$ cat src/rtl/eep_pkg.sv
package eep_pkg;
  localparam logic [3:0] DEV_CODE = 4'b1010;

  typedef enum logic [2:0] {
    ST_IDLE,
    ST_RECV,
    ST_ACK,
    ST_XMIT,
    ST_MACK,
    ST_LOAD
  } eep_state_t;

  typedef enum logic [1:0] {
    K_CTRL,
    K_WADDR,
    K_WDATA
  } eep_kind_t;
endpackage

$ cat src/rtl/eep_line_sync.sv
module eep_line_sync (
  input  logic clk,
  input  logic rst_n,
  input  logic scl_i,
  input  logic sda_i,
  output logic sda_h,
  output logic scl_rise,
  output logic scl_fall,
  output logic start_ev,
  output logic stop_ev
);
  logic scl_m1, scl_m2, scl_p;
  logic sda_m1, sda_m2, sda_p;

  always_ff @(posedge clk or negedge rst_n) begin
    if (!rst_n) begin
      scl_m1 <= 1'b1; scl_m2 <= 1'b1; scl_p <= 1'b1;
      sda_m1 <= 1'b1; sda_m2 <= 1'b1; sda_p <= 1'b1;
    end else begin
      scl_m1 <= scl_i;  scl_m2 <= scl_m1; scl_p <= scl_m2;
      sda_m1 <= sda_i;  sda_m2 <= sda_m1; sda_p <= sda_m2;
    end
  end

  assign sda_h    = sda_m2;
  assign scl_rise = scl_m2 & ~scl_p;
  assign scl_fall = ~scl_m2 & scl_p;
  assign start_ev = scl_p & scl_m2 & sda_p & ~sda_m2;
  assign stop_ev  = scl_p & scl_m2 & ~sda_p & sda_m2;
endmodule

$ cat src/rtl/eep_store.sv
module eep_store #(
  parameter int DEPTH = 512,
  localparam int AW = $clog2(DEPTH)
) (
  input  logic          clk,
  input  logic          we,
  input  logic [AW-1:0] waddr,
  input  logic [7:0]    wdata,
  input  logic [AW-1:0] raddr,
  output logic [7:0]    rdata
);
  logic [7:0] cells [DEPTH];

  always_ff @(posedge clk) begin
    if (we) cells[waddr] <= wdata;
  end

  assign rdata = cells[raddr];
endmodule

$ cat src/rtl/eep_twi_slave.sv
module eep_twi_slave
  import eep_pkg::*;
#(
  parameter int BLOCKS = 2,
  localparam int BLK_W   = $clog2(BLOCKS),
  localparam int ADDR_W  = 8 + BLK_W,
  localparam int STRAP_W = 3 - BLK_W
) (
  input  logic              clk,
  input  logic              rst_n,
  input  logic              scl_i,
  input  logic              sda_i,
  output logic              sda_oe,
  input  logic [STRAP_W-1:0] strap,
  input  logic              prog_busy,
  output logic              pg_wr_en,
  output logic [ADDR_W-1:0] pg_wr_addr,
  output logic [7:0]        pg_wr_data,
  output logic              pg_commit
);
  localparam int DEPTH = 256 * BLOCKS;

  // reset: asserted asynchronously, released on the clock
  logic [1:0] rst_pipe;
  logic       rst_s;
  always_ff @(posedge clk or negedge rst_n) begin
    if (!rst_n) rst_pipe <= 2'b00;
    else        rst_pipe <= {rst_pipe[0], 1'b1};
  end
  assign rst_s = rst_pipe[1];

  logic sda_h, scl_rise, scl_fall, start_ev, stop_ev;
  eep_line_sync u_sync (
    .clk(clk), .rst_n(rst_s), .scl_i(scl_i), .sda_i(sda_i),
    .sda_h(sda_h), .scl_rise(scl_rise), .scl_fall(scl_fall),
    .start_ev(start_ev), .stop_ev(stop_ev)
  );

  eep_state_t        st_q, st_d;
  eep_kind_t         kind_q, kind_d;
  logic [3:0]        cnt_q, cnt_d;
  logic [7:0]        sh_q, sh_d;
  logic              rw_q, rw_d;
  logic              oe_q, oe_d;
  logic              wrote_q, wrote_d;
  logic [ADDR_W-1:0] ptr_q, ptr_d;
  logic              wr_en_d, commit_d;
  logic [7:0]        rd_data;
  logic [ADDR_W-1:0] ptr_ctrl, ptr_waddr, ptr_inc;
  logic              addr_hit;

  // pointer variants: block bits come from the control byte when present
  generate
    if (BLK_W > 0) begin : g_blk
      assign ptr_ctrl  = {sh_q[1 +: BLK_W], ptr_q[7:0]};
      assign ptr_waddr = {ptr_q[ADDR_W-1:8], sh_q};
      assign ptr_inc   = {ptr_q[ADDR_W-1:8], ptr_q[7:0] + 8'd1};
    end else begin : g_flat
      assign ptr_ctrl  = ptr_q;
      assign ptr_waddr = sh_q;
      assign ptr_inc   = ptr_q + 8'd1;
    end
  endgenerate

  assign addr_hit = (sh_q[7:4] == DEV_CODE) && (sh_q[3 -: STRAP_W] == strap);

  eep_store #(.DEPTH(DEPTH)) u_store (
    .clk(clk), .we(wr_en_d), .waddr(ptr_q), .wdata(sh_q),
    .raddr(ptr_q), .rdata(rd_data)
  );

  always_comb begin
    st_d     = st_q;
    kind_d   = kind_q;
    cnt_d    = cnt_q;
    sh_d     = sh_q;
    rw_d     = rw_q;
    oe_d     = oe_q;
    wrote_d  = wrote_q;
    ptr_d    = ptr_q;
    wr_en_d  = 1'b0;
    commit_d = 1'b0;
    if (start_ev) begin
      st_d   = ST_RECV;
      kind_d = K_CTRL;
      cnt_d  = 4'd0;
      oe_d   = 1'b0;
    end else if (stop_ev) begin
      st_d     = ST_IDLE;
      oe_d     = 1'b0;
      commit_d = wrote_q;
      wrote_d  = 1'b0;
    end else begin
      case (st_q)
        ST_RECV: begin
          if (scl_rise && cnt_q != 4'd8) begin
            sh_d  = {sh_q[6:0], sda_h};
            cnt_d = cnt_q + 4'd1;
          end else if (scl_fall && cnt_q == 4'd8) begin
            st_d = ST_IDLE;
            if (!prog_busy) begin
              case (kind_q)
                K_CTRL: begin
                  if (addr_hit) begin
                    st_d  = ST_ACK;
                    oe_d  = 1'b1;
                    rw_d  = sh_q[0];
                    ptr_d = ptr_ctrl;
                  end
                end
                K_WADDR: begin
                  st_d  = ST_ACK;
                  oe_d  = 1'b1;
                  ptr_d = ptr_waddr;
                end
                default: begin
                  st_d    = ST_ACK;
                  oe_d    = 1'b1;
                  wr_en_d = 1'b1;
                  wrote_d = 1'b1;
                  ptr_d   = ptr_inc;
                end
              endcase
            end
          end
        end
        ST_ACK, ST_LOAD: begin
          if (scl_fall) begin
            if (rw_q) begin
              st_d  = ST_XMIT;
              sh_d  = rd_data;
              oe_d  = ~rd_data[7];
              cnt_d = 4'd1;
              ptr_d = ptr_inc;
            end else begin
              st_d   = ST_RECV;
              oe_d   = 1'b0;
              cnt_d  = 4'd0;
              kind_d = (kind_q == K_CTRL) ? K_WADDR : K_WDATA;
            end
          end
        end
        ST_XMIT: begin
          if (scl_fall) begin
            if (cnt_q == 4'd8) begin
              st_d = ST_MACK;
              oe_d = 1'b0;
            end else begin
              oe_d  = ~sh_q[6];
              sh_d  = {sh_q[6:0], 1'b0};
              cnt_d = cnt_q + 4'd1;
            end
          end
        end
        ST_MACK: begin
          if (scl_rise) st_d = sda_h ? ST_IDLE : ST_LOAD;
        end
        default: ;
      endcase
    end
  end

  always_ff @(posedge clk or negedge rst_s) begin
    if (!rst_s) begin
      st_q    <= ST_IDLE;
      kind_q  <= K_CTRL;
      cnt_q   <= 4'd0;
      sh_q    <= 8'd0;
      rw_q    <= 1'b0;
      oe_q    <= 1'b0;
      wrote_q <= 1'b0;
      ptr_q   <= '0;
    end else begin
      st_q    <= st_d;
      kind_q  <= kind_d;
      cnt_q   <= cnt_d;
      sh_q    <= sh_d;
      rw_q    <= rw_d;
      oe_q    <= oe_d;
      wrote_q <= wrote_d;
      ptr_q   <= ptr_d;
    end
  end

  always_ff @(posedge clk or negedge rst_s) begin
    if (!rst_s) begin
      pg_wr_en   <= 1'b0;
      pg_commit  <= 1'b0;
      pg_wr_addr <= '0;
      pg_wr_data <= 8'd0;
    end else begin
      pg_wr_en  <= wr_en_d;
      pg_commit <= commit_d;
      if (wr_en_d) begin
        pg_wr_addr <= ptr_q;
        pg_wr_data <= sh_q;
      end
    end
  end

  assign sda_oe = oe_q;

  logic ack_phase, xmit_phase;
  assign ack_phase  = (st_q == ST_ACK);
  assign xmit_phase = (st_q == ST_XMIT);
endmodule

$ cat config.mk
export PLATFORM = sky130hd
export DESIGN_NAME = eep_twi_slave
export DESIGN_NICKNAME = d
export VERILOG_FILES = /design/src/rtl/eep_pkg.sv /design/src/rtl/eep_line_sync.sv /design/src/rtl/eep_store.sv /design/src/rtl/eep_twi_slave.sv
export SDC_FILE = /design/constraint.sdc
export NUM_CORES = 2
export LEC_CHECK = 0
export BUFFER_PORTS_ARGS = -buffer_cell sky130_fd_sc_hd__buf_2
export CORE_UTILIZATION = 28
export CTS_BUF_LIST = sky130_fd_sc_hd__clkbuf_4 sky130_fd_sc_hd__clkbuf_8
export CTS_CLUSTER_SIZE = 30
export DETAILED_ROUTE_END_ITERATION = 8
export GPL_ROUTABILITY_DRIVEN = 0
export PLACE_DENSITY = 0.46
export SLEW_MARGIN = 5
export SYNTH_ARGS = -nofsm -noshare
export SYNTH_HDL_FRONTEND = slang
export SYNTH_HIERARCHICAL = 1
export SYNTH_SLANG_ARGS = --single-unit
export TNS_END_PERCENT = 1
$ cat constraint.sdc
create_clock -name clk -period 2.55 [get_ports clk]
set_input_delay 0.255 -clock clk [delete_from_list [all_inputs] [get_ports clk]]
set_output_delay 0.255 -clock clk [all_outputs]
set_load 0.05 [all_outputs]
==> out/results.txt <==
Core Rows - 279
DR vias/cell - 4.83
Worst Setup Start Kind - flop
Netlist Area Pre-Place - 163000 µm²
Drt first pass iters - 6
Max Cap Violations - 0
Final min period - 3.81 ns
Sequential power share - 0.505
Die width - 764 µm
Hold Path Class - reg2async
Number of remaining DRC errors - 0
Clock Skews - 0.0652 ns
Post-route antenna net violation count - 0
Worst slew pin tran - 1.12 ns
Fin. Hold Viols - 0
Failing checks - setup timing
Initial drt markers - 7635
Congestion Overflow GR - 0
Fraction of registers with async set/reset - 0.0135
Comb power frac - 0.143
Total GRT Usage - 0.164
Max stage delay on crit path - 0.55 ns
RSZ-0062 raised after global routing - true
CP max stage cell - dfrtp_4
Mapped Cells - 8301
TritonCTS clock tree - yes
Worst-path cell chain - buf_12 > buf_16 > buf_12 > buf_4 > mux2i_1 > o221ai_2 > a21oi_2 > nor4_4 > buf_4 > nand4_1 > buf_12 > nor4_4 > o2111a_1 > a21oi_1 > a21oi_1
Most frequent cells in the layout - edfxtp_1 (4096), buf_4 (1513), mux2i_1 (776)
Main area contributors after synthesis - edfxtp_1 (76%), mux4_2 (9.1%), mux2i_1 (4.9%)
Root buffer cell - clkbuf_8
Placed insts - 17287
Die Y - 764 µm
Number of global-route vias before repair - 93306
Register area - 124000 µm²
H-tree depth - 6
Outcome - finished, violations left
Slew Limit Fails - 0
Area occupied by multi-input gates - 37300 µm²
Clock Path Buffers - 4
Worst Path Class, Setup - reg2reg
Crit share post-route - 1.49
Initial cell density of the core - 0.281
Top FF cell, synth - edfxtp_1
Port bufs - 26
Required time worst endpoint - 3.74 ns
Yosys reg bits - 4152
Critical path's most frequent cell - buf_12
Fill cell count - 54289
Reg-to-Reg End - sh_q[2]
Share of layout cells above drive strength 1 - 0.367
Synth warn - 6
Via count - 90238
Reg2reg setup slack - -1.26 ns
Internal power - 122 mW
Worst vdd ir - 864 µV
Initial antenna violation count - 31
CTS Sinks - 4152
Global-route wire length before repair - 695000 µm
Max FO, Critical Path - 8
FF-to-FF Start - ptr_q[0]
Leak Pwr - 70.7 nW
Slew Limit Headroom - 0.256
Syn_nets - 8311
Number of distinct library cells after synthesis - 76
Clk slew on worst S/H paths - 0.07 ns
Fmax - 262 MHz
Leading area contributor after synthesis - edfxtp_1
Most common cell after layout, fill and taps aside - edfxtp_1
CP startpoint - ptr_q[0]
Cell area power density - 823 nW/µm²
Worst R2R Path Depth - 15
Die Area - 584000 µm²
Crit path arrival time - 5.00 ns
Num ports - 27
Wire length per cell - 26.5 µm
Setup Viol. Count Final - 4073
P_sw - 45.5 mW
Syn-to-layout area delta - 25.2%
Largest net degree at the start of global routing - 181
CTS buffer count - 691
Mean post-synth cell area - 19.6 µm²
Seq/Total Area, Yosys - 0.765
Setup ws final - -1.26 ns
Number of synthesized flops with an enable pin - 4096
Final wirelength - 496000 µm
Nets - 10400
Core footprint - 578000 µm²
Clock latency on the worst-skew pair - 1.28 ns
Fin Setup TNS - -1133.80 ns
Critical Path Sink Type - flop
Area share of the largest cell type after synthesis - 0.756
Switch share - 0.271
HPWL after DPL - 315000 µm
Non-filler instance count after layout - 18679
Clock share of power - 0.352
[timing repair]
action | 4_1_cts | 5_1_grt
pin swaps | 73 | 97
gates resized for setup | 355 | 300
hold endpoints to repair | 12 | 0
setup endpoints to repair | 4107 | 4101
gates cloned | 9 | 14
buffers inserted | 40 | 69
hold buffers | 15 | 0
[synth_stat cells (12+ instances only)]
| cell type | n |
|---|---|
| nand3_1 | 44 |
| edfxtp_1 | 4096 |
| mux2_2 | 19 |
| o221ai_1 | 372 |
| a211oi_1 | 17 |
| mux4_2 | 654 |
| a21oi_1 | 213 |
| o22ai_1 | 167 |
| nand4_1 | 35 |
| a22oi_1 | 61 |
| dfrtp_1 | 50 |
| o21ai_0 | 127 |
| nor3_1 | 112 |
| nor2_1 | 623 |
| buf_4 | 73 |
| nand2_1 | 143 |
| buf_6 | 64 |
| mux2i_1 | 800 |
| and2_1 | 21 |
| a31oi_1 | 12 |
| o31ai_1 | 13 |
| nor4_1 | 36 |
| clkbuf_1 | 271 |
| buf_1 | 41 |
| buf_2 | 63 |
[state kept, by name, summed over array words and instances, names as in the netlist, 2 cells and up]
signal         count
u_store/cells   4096
pg_wr_addr         9
ptr_q              9
pg_wr_data         8
sh_q               8
cnt_q              4
st_q               3
kind_q             2
rst_pipe           2
[how the worst max path moves through the flow]
stage          endpoint  slack [ns]
6_report        sh_q[2]       -1.26
5_1_grt         sh_q[5]       -1.34
4_1_cts         sh_q[0]       -1.19
3_5_place_dp    sh_q[2]       -1.98
3_3_place_gp     sda_oe       -2.25
2_1_floorplan      rw_q       -2.36
[through the flow]
step           utilization  power, mW  setup slack (ns)  instance area (µm²)  hold WS, ns
2_1_floorplan            -       95.5             -2.36               163000      -0.0406
3_3_place_gp         0.321        109             -2.25               185000       0.0423
3_5_place_dp         0.321        110             -1.98               185000       0.0420
4_1_cts              0.348        169             -1.19               201000        0.111
5_1_grt              0.352        173             -1.34               203000        0.123
6_report             0.352        168             -1.26               204000        0.103
[power groups by stage]
| stage | combinational, mW | sequential (mW) | clock [mW] |
|---|---|---|---|
| after floorplan | 5.31 | 90.2 | 0 |
| after global placement | 22.9 | 86.0 | 0 |
| after detailed placement | 23.6 | 86.1 | 0 |
| after CTS | 24.1 | 84.6 | 60.6 |
| after global routing | 25.4 | 84.7 | 63.3 |
| final | 23.9 | 84.7 | 59.0 |
[final cells by class]
cell class | count | share of cell area
flip-flops and latches | 4152 | 0.612
repair buffers | 1924 | 0.0903
clock buffers | 893 | 0.0546
diodes | 15 | 0.000184
multi-input cells | 3609 | 0.183
inverters | 12 | 0.000258
well taps | 7727 | 0.0475
clock inverters | 347 | 0.0124
[metal layers]
layer  vias to the layer above  part of all wire  GRT usage
li1                      38808                 -          -
met1                     47875              0.44      0.224
met2                      2806              0.48      0.270
met3                       741             0.057     0.0274
met4                         8             0.027     0.0424
met5                         -           0.00012          0
[cells by family (layout without fill, tap and decap cells)]
logic type | count (synthesis) | after routing | synth area share
XOR/XNOR | 2 | 2 | 0.000108
other | 1 | 16 | 0.0000231
flip-flops | 4152 | 4152 | 0.765
adder cells (fa/ha/maj) | 3 | 3 | 0.000231
AO/OA/AOI/OAI | 1036 | 1036 | 0.0446
buffers and inverters | 540 | 3176 | 0.0189
multiplexers | 1474 | 1474 | 0.141
AND/OR/NAND/NOR | 1093 | 1093 | 0.0298
[worst max-delay path: cells and delay by family (launching register included)]
kind | cells | cell delay [ns]
simple gates | 3 | 0.95
mux | 1 | 0.14
flops | 1 | 0.55
compound gates | 5 | 0.86
buf+inv | 6 | 1.18
Power figures use the tool's default switching activity.
